--- src/rtl/dbg_cmp_pkg.sv ---
package dbg_cmp_pkg;

    // Watchpoint direction filter; bit 0 arms loads, bit 1 arms stores
    typedef enum logic [1:0] {
        WP_OFF = 2'b00,
        WP_RD  = 2'b01,
        WP_WR  = 2'b10,
        WP_RW  = 2'b11
    } wp_mode_e;

    function automatic logic wp_dir_ok(input wp_mode_e mode, input logic is_write);
        logic ok;
        case (mode)
            WP_RD:   ok = !is_write;
            WP_WR:   ok = is_write;
            WP_RW:   ok = 1'b1;
            default: ok = 1'b0;
        endcase
        return ok;
    endfunction

endpackage

--- src/rtl/dbg_bp_bank.sv ---
module dbg_bp_bank #(
    parameter int NUM = 4,
    parameter int AW  = 32,
    localparam int IW = (NUM > 1) ? $clog2(NUM) : 1
) (
    input  logic           clk,
    input  logic           rst_n,
    input  logic           wr_en,
    input  logic [IW-1:0]  wr_idx,
    input  logic [AW-1:0]  wr_addr,
    input  logic           pc_valid,
    input  logic [AW-1:0]  pc,
    output logic [NUM-1:0] hit,
    output logic [NUM-1:0] en
);

    typedef struct packed {
        logic [NUM-1:0]           en;
        logic [NUM-1:0][AW-3:0]   tag;
    } bp_state_t;

    bp_state_t st_d, st_q;

    // Byte-lane bits of the PC and bit 1 of the write data carry no meaning here
    logic lsb_unused;
    assign lsb_unused = ^{pc[1:0], wr_addr[1]};

    always_comb begin
        st_d = st_q;
        if (wr_en) begin
            st_d.en[wr_idx]  = wr_addr[0];
            st_d.tag[wr_idx] = wr_addr[0] ? wr_addr[AW-1:2] : '0;
        end
    end

    always_ff @(posedge clk) begin
        if (!rst_n) st_q <= '0;
        else        st_q <= st_d;
    end

    for (genvar g = 0; g < NUM; g++) begin : g_cmp
        assign hit[g] = pc_valid & st_q.en[g] & (pc[AW-1:2] == st_q.tag[g]);
    end

    assign en = st_q.en;

endmodule

--- src/rtl/dbg_wp_bank.sv ---
module dbg_wp_bank
    import dbg_cmp_pkg::*;
#(
    parameter int NUM = 4,
    parameter int AW  = 32,
    localparam int IW = (NUM > 1) ? $clog2(NUM) : 1
) (
    input  logic           clk,
    input  logic           rst_n,
    input  logic           wr_en,
    input  logic [IW-1:0]  wr_idx,
    input  logic [AW-1:0]  wr_addr,
    input  logic [1:0]     wr_mode,
    input  logic           acc_valid,
    input  logic [AW-1:0]  acc_addr,
    input  logic           acc_write,
    output logic [NUM-1:0] hit
);

    typedef struct packed {
        logic [NUM-1:0][1:0]    mode;
        logic [NUM-1:0][AW-1:0] addr;
    } wp_state_t;

    wp_state_t st_d, st_q;

    always_comb begin
        st_d = st_q;
        if (wr_en) begin
            st_d.mode[wr_idx] = wr_mode;
            st_d.addr[wr_idx] = (wp_mode_e'(wr_mode) == WP_OFF) ? '0 : wr_addr;
        end
    end

    always_ff @(posedge clk) begin
        if (!rst_n) st_q <= '0;
        else        st_q <= st_d;
    end

    for (genvar g = 0; g < NUM; g++) begin : g_cmp
        assign hit[g] = acc_valid
                      & (acc_addr == st_q.addr[g])
                      & wp_dir_ok(wp_mode_e'(st_q.mode[g]), acc_write);
    end

endmodule

--- src/rtl/dbg_prio_enc.sv ---
module dbg_prio_enc #(
    parameter int N = 4,
    localparam int IW = (N > 1) ? $clog2(N) : 1
) (
    input  logic [N-1:0]  vec,
    output logic          any,
    output logic [IW-1:0] idx
);

    always_comb begin
        idx = '0;
        for (int i = N - 1; i >= 0; i--) begin
            if (vec[i]) idx = IW'(i);
        end
        any = |vec;
    end

endmodule

--- src/rtl/dbg_match_unit.sv ---
module dbg_match_unit #(
    parameter int NUM_BP = 4,
    parameter int NUM_WP = 4,
    parameter int AW     = 32,
    localparam int BPW   = (NUM_BP > 1) ? $clog2(NUM_BP) : 1,
    localparam int WPW   = (NUM_WP > 1) ? $clog2(NUM_WP) : 1,
    localparam int CIW   = (BPW > WPW) ? BPW : WPW
) (
    input  logic           clk,
    input  logic           rst_n,
    input  logic           cfg_we,
    input  logic           cfg_wp,
    input  logic [CIW-1:0] cfg_idx,
    input  logic [AW-1:0]  cfg_addr,
    input  logic [1:0]     cfg_mode,
    input  logic           pc_valid,
    input  logic [AW-1:0]  pc,
    input  logic           acc_valid,
    input  logic [AW-1:0]  acc_addr,
    input  logic           acc_write,
    output logic           bp_req,
    output logic [BPW-1:0] bp_idx,
    output logic           wp_req,
    output logic [WPW-1:0] wp_idx,
    output logic           acc_commit
);

    logic [NUM_BP-1:0] bp_hit;
    logic [NUM_BP-1:0] bp_en;
    logic [NUM_WP-1:0] wp_hit;

    dbg_bp_bank #(.NUM(NUM_BP), .AW(AW)) u_bp_bank (
        .clk      (clk),
        .rst_n    (rst_n),
        .wr_en    (cfg_we & ~cfg_wp),
        .wr_idx   (BPW'(cfg_idx)),
        .wr_addr  (cfg_addr),
        .pc_valid (pc_valid),
        .pc       (pc),
        .hit      (bp_hit),
        .en       (bp_en)
    );

    dbg_wp_bank #(.NUM(NUM_WP), .AW(AW)) u_wp_bank (
        .clk       (clk),
        .rst_n     (rst_n),
        .wr_en     (cfg_we & cfg_wp),
        .wr_idx    (WPW'(cfg_idx)),
        .wr_addr   (cfg_addr),
        .wr_mode   (cfg_mode),
        .acc_valid (acc_valid),
        .acc_addr  (acc_addr),
        .acc_write (acc_write),
        .hit       (wp_hit)
    );

    dbg_prio_enc #(.N(NUM_BP)) u_bp_enc (
        .vec (bp_hit),
        .any (bp_req),
        .idx (bp_idx)
    );

    dbg_prio_enc #(.N(NUM_WP)) u_wp_enc (
        .vec (wp_hit),
        .any (wp_req),
        .idx (wp_idx)
    );

    // A matched access is held back in the same cycle it is seen
    assign acc_commit = acc_valid & ~wp_req;

endmodule

--- config.mk ---
export PLATFORM = sky130hd
export DESIGN_NAME = dbg_match_unit
export DESIGN_NICKNAME = d
export VERILOG_FILES = /design/src/rtl/dbg_cmp_pkg.sv /design/src/rtl/dbg_bp_bank.sv /design/src/rtl/dbg_wp_bank.sv /design/src/rtl/dbg_prio_enc.sv /design/src/rtl/dbg_match_unit.sv
export SDC_FILE = /design/constraint.sdc
export NUM_CORES = 1
export LEC_CHECK = 0
export BUFFER_PORTS_ARGS = -buffer_cell sky130_fd_sc_hd__buf_4
export CORE_ASPECT_RATIO = 0.6
export CORE_MARGIN = 5
export CORE_UTILIZATION = 55
export CTS_CLUSTER_SIZE = 30
export DETAILED_ROUTE_END_ITERATION = 6
export MAX_ROUTING_LAYER = met4
export PLACE_DENSITY = 0.74
export SLEW_MARGIN = 0
export SYNTH_ARGS = -nofsm -noshare
export SYNTH_HDL_FRONTEND = slang
export SYNTH_SLANG_ARGS = --single-unit
--- constraint.sdc ---
create_clock -name clk -period 3.6 [get_ports clk]
set_input_delay 0.18 -clock clk [delete_from_list [all_inputs] [get_ports clk]]
set_output_delay 0.18 -clock clk [all_outputs]
set_load 0.03 [all_outputs]
**Yosys cells after proc, flatten, opt, wreduce, memory -nomap -nowiden**

Index checks and enable logic that the tools add are counted.

- Order comparisons: 2
- Equality and inequality tests: 20
- Muxes and demuxes: 26
- Bitwise operators: 21
- Reduce and logical (&&, ||, !) cells: 5

Operator list:

| kind | number |
|---|---|
| 128-bit bitwise mux | 1 |
| 32-bit equality test | 4 |
| 120-bit bitwise mux | 1 |
| 30-bit equality test | 4 |
| 32-bit demux with 2-bit select | 1 |
| 32-bit 2-to-1 mux | 2 |
| 30-bit demux with 2-bit select | 1 |
| 30-bit 2-to-1 mux | 2 |
| 1-bit AND | 19 |
| 2-bit 2-to-1 mux | 9 |
| 2-bit equality test, second input constant | 8 |
| 1-bit case mux with 3 select lines | 4 |
| 8-bit bitwise mux | 1 |
| 2-bit by 1-bit equality test with 1-bit output, second input constant | 4 |
| 4-bit OR reduction | 2 |
| 4-bit bitwise mux | 1 |
| 2-bit demux with 2-bit select | 1 |
| 2-bit by 3-bit < comparator with 1-bit output, second input constant | 1 |
| 1-bit demux with 2-bit select | 1 |
| 2-bit by 1-bit >= comparator with 1-bit output, second input constant | 1 |
| 2-bit zero test | 1 |
| 1-bit NOT | 2 |
| 1-bit logical AND | 1 |
| 1-bit zero test | 1 |
| 1-bit 2-to-1 mux | 1 |

- Register bits: 260
- Input bits: 107
- Logic and storage cells: 87

**Logic depth before layout (Yosys ltp)**

- Depth in word-level cells: 7
- Gate-level depth with buffers: 7
- Mapped depth without buffers: 6

**Hierarchy**

From an unflattened synthesis, not the netlist that was laid out.

- Cells, all modules: 1548
- Area, all modules: 13067.5 um^2

Modules (own cells, without submodules):

| module | times used | cells an instance | area each (um^2) |
|---|---|---|---|
| dbg_wp_bank | 1 | 798 | 6809.0 |
| dbg_bp_bank | 1 | 733 | 6165.9 |
| dbg_prio_enc | 2 | 7 | 35.0 |
| dbg_match_unit | 1 | 3 | 22.5 |

**Worst setup path before layout**

No wires, ideal clock.

- Path type: reg-to-output
- Start point: register u_bp_bank.st_q[114] in the netlist's numbering
- End point: output bp_idx[0]
- Arrival time: 1.663 ns
- Slack: 1.757 ns
- Cell stages (with the launch flop): 7
- Path buffers: 0
- Path through: dfxtp_1 -> xor2_1 -> nor4_1 -> nand4_1 -> nor4_2 -> nand2b_1 -> a21oi_1

- Longest elaborated chain between the ends: 6

RTL lines:

| element | line | source |
|---|---|---|
| start, declared | dbg_bp_bank.sv:22 | `bp_state_t st_d, st_q;` |
| start signal, assigned | dbg_bp_bank.sv:38 | `else st_q <= st_d;` |
| 30-bit equality test | dbg_bp_bank.sv:42 | `assign hit[g] = pc_valid & st_q.en[g] & (pc[AW-1:2] == st_q.tag[g]);` |
| 1-bit AND | dbg_bp_bank.sv:42 |  |
| 2-bit 2-to-1 mux (4 in series) | dbg_prio_enc.sv:13 | `if (vec[i]) idx = IW'(i);` |
| end, declared | dbg_match_unit.sv:22 | `output logic [BPW-1:0] bp_idx,` |

No other way between the ends.

**Worst setup path in the final report**

- Start point: register u_wp_bank.st_q[92] in the netlist's numbering
- End point: output acc_commit

- Longest elaborated chain between the ends: 6

RTL lines:

| element | line | source |
|---|---|---|
| start, declared | dbg_wp_bank.sv:25 | `wp_state_t st_d, st_q;` |
| start signal, assigned | dbg_wp_bank.sv:37 | `else st_q <= st_d;` |
| 32-bit equality test | dbg_wp_bank.sv:42 | `& (acc_addr == st_q.addr[g])` |
| 1-bit AND | dbg_wp_bank.sv:42 |  |
| 1-bit AND | dbg_wp_bank.sv:43 | `& wp_dir_ok(wp_mode_e'(st_q.mode[g]), acc_write);` |
| 4-bit OR reduction | dbg_prio_enc.sv:15 | `any = \|vec;` |
| 1-bit NOT | dbg_match_unit.sv:70 | `assign acc_commit = acc_valid & ~wp_req;` |
| 1-bit AND | dbg_match_unit.sv:70 |  |
| end, declared | dbg_match_unit.sv:25 | `output logic acc_commit` |

No other way between the ends.

==> results.yml <==
yosys:
  netlist_area_um2: 13150
  synth_area_leader_cell: "dfxtp_1"
  synth_cell_types: 30
  seq_area_frac_synth_pct: 39.57
  syn_area_per_cell_um2: 8.231
  synth_top_area_share_pct: 39.57
  synth_edf_count: 0
  synth_fp_nets: 1705
  synthCells: 1598
  synth_flop_cell: "dfxtp_1"
  ys_ff_latch: 260
  synth_area_leaders: "dfxtp_1 40%, a21boi_0 13%, xnor2_1 11%"
  ys_warn_count: 0
  ys_async_sr_fraction_pct: 0
setup_path:
  setup.worst_path.start_class: "flop"
  crit_slowest_cell: "nor3_1"
  cpMostUsedCell: "nand4_1"
  rrSetupSlack_ns: 2.89
  critPathMaxStageDelay_ns: 0.54
  reg2regPathDepth: 2
  crit_path_end_kind: "output pin"
  rr_startpoint: "u_wp_bank.st_q[18]"
  cp_max_fo: 3
  worstPathRequired_ns: 3.42
  path_cells: "xnor2_1, nand4_1, nor3_1, nand4_1, nand4_1, nor2_1, buf_4"
  critPathArrivalTime_ns: 2.74
  crit_type: "flop to output pin"
  r2r-end: "u_wp_bank.st_q[18]"
floorplanning:
  dieArea_um2: 27210
  die_h_um: 129.8
  die_x_um: 209.6
  coreArea_um2: 23300
  initial_core_util_pct: 56.46
  std_cell_rows: 43
  num_io_pins: 114
cells_and_area:
  final_common_cell: "nand2_1"
  nets: 1715
  final_cell_mix: "283 x nand2_1, 260 x dfxtp_1, 256 x nand3_1, 225 x a21boi_0, 162 x xnor2_1"
  drive_above_1_share_pct: 11.43
  area_delta_synth_final_pct: 13.28
global_route:
  antenna_found_initial: 3
  grt_overflow: 0
  grt_pass1_vias: 11092
  grtUsageTotal_pct: 32.29
  grt_pass1_wl_mm: 66.37
  grt_max_degree: 152
clock_tree:
  clkTransAtPathRegs_ns: 0.07
  clockBufferDepth: 3
  cts_resized: 0
  cts_htree_levels: 1
  cts_setup_buffers: 0
  clock-root-buffer: "clkbuf_16"
  clock-sinks: 260
  hold_buffers: 20
  clk-insertion-delay-late_ns: 0.52
  cts_tree: "built"
  cts_buffers: 25
sta:
  rsz0062_at_grt: "false"
  worst_slack_ns: 0.6810
  skew_ns: 0
  final-max-slew-violation-count: 0
  hold_viol_final: 0
  min_period_over_period_pct: 81.08
  period_needed_ns: 2.919
  max_freq_mhz: 342.6
  finalSetupViolCount: 0
  tns_ns: 0
  max_slew_margin_pct: 31.88
  worst_slew_pin_slew_ns: 1.022
pwr:
  p_leak_nw: 4.977
  vdd_drop_max_mv: 0.3301
  p_seq_share_pct: 45.6
  switching_share_pct: 25.66
  p_int_mw: 4.807
  powerDensity_nw_per_um2: 434.0
  pwr-share-clk_pct: 42.8
  comb_power_share_pct: 11.6
  p_sw_mw: 1.659
placement:
  io_buffer_count: 111
  place_congestion: 0.9181
  place_hpwl_mm: 29.59
  place_ws_ns: 1.351
routing:
  firstDrtPassIters: 5
  drt-total-wl_mm: 43.40
  drc: 0
  drt_iter0_drc: 1478
  wl_per_cell_um: 22.31
  num_vias: 11780
  vias_per_cell: 6.057
  ant_nets: 0
min_path:
  min_to: "u_wp_bank.st_q[2]"
  hp-start: "cfg_addr[2]"
  whs_path_depth: 3
  hp-class: "input pin to flop"
run:
  cap_viol_max_count: 0
run_status:
  status: "complete, no violations"
[layout make-up]
class / instances / area (um2)
well taps: 315 / 394.1
clock buffers: 37 / 720.7
flip-flops and latches: 260 / 5205
inverters: 4 / 15.01
fillers: 2003 / 8397
repair buffers: 154 / 1210
clock inverters: 9 / 126.4
diodes: 3 / 7.507
multi-input cells: 1163 / 7221
[power by group through the flow]
| stage | clock network [mW] | registers [mW] | logic (mW) |
|---|---|---|---|
| 3_3_place_gp | 0 | 3.01 | 0.697 |
| 6_report | 2.77 | 2.95 | 0.751 |
| 5_1_grt | 2.91 | 2.95 | 0.788 |
| 3_5_place_dp | 0 | 3.01 | 0.704 |
| 4_1_cts | 2.78 | 2.95 | 0.725 |
| 2_1_floorplan | 0 | 3.01 | 0.424 |
[sequential cells by signal, indices dropped and copies added, names as in the netlist]
| register | cells |
|---|---|
| u_wp_bank.st_q | 136 |
| u_bp_bank.st_q | 120 |
| u_bp_bank.en | 4 |
[stage by stage]
step | util [%] | power, mW | area, um2 | instances | hold WS, ns
final | 63.96 | 6.466 | 14900 | 1945 | 0.01689
after global routing | 63.96 | 6.654 | 14900 | 1945 | 0.003927
after CTS | 63.92 | 6.450 | 14890 | 1942 | 0.0007391
after detailed placement | 59.43 | 3.718 | 13840 | 1876 | 0.4570
after global placement | 59.43 | 3.708 | 13840 | 1876 | 0.4477
after floorplan | - | 3.432 | 13150 | 1598 | 0.3249
[how the worst max path moves through the flow]
stage / startpoint / end / cells past startpoint / slack, ns
6_report: u_wp_bank.st_q[92] / acc_commit / 7 / 0.68
5_1_grt: u_bp_bank.st_q[50] / bp_req / 7 / 0.65
4_1_cts: u_wp_bank.st_q[92] / acc_commit / 7 / 0.80
3_5_place_dp: acc_addr[28] / acc_commit / 8 / 1.35
3_3_place_gp: acc_addr[28] / acc_commit / 8 / 1.39
2_1_floorplan: u_bp_bank.st_q[114] / bp_idx[0] / 6 / 1.76
[worst max-delay path, delay by kind of cell (launching register included)]
kind,cells,cell delay [ns]
flip-flops,1,0.32
XOR/XNOR,1,0.49
AND/OR/NAND/NOR,5,1.23
buffers and inverters,1,0.16
[routing by layer]
layer / track usage, % / vias up / part of all wire (%)
li1: - / 5370 / -
met1: 47.85 / 5673 / 44
met2: 43.33 / 680 / 40
met3: 10.07 / 57 / 14
met4: 5.637 / 0 / 1.7
met5: - / - / 0
[cell families after synthesis]
group,after synthesis,share of synthesized area [%]
AO/OA/AOI/OAI,266,15.14
XOR/XNOR,244,16.25
buffers and inverters,175,5.698
flip-flops,260,39.57
multiplexers,4,0.3139
AND/OR/NAND/NOR,649,23.03
[cell usage after synthesis (all sizes together) (6+ instances only)]
library cell  number
nor2              10
clkbuf           113
dfxtp            260
nand2            284
buf               58
nand4             48
xnor2            162
nor3               6
xor2              82
nor4              32
nand2b             8
nand3            256
a21boi           261
No activity file was read; power rests on OpenSTA's default activity.
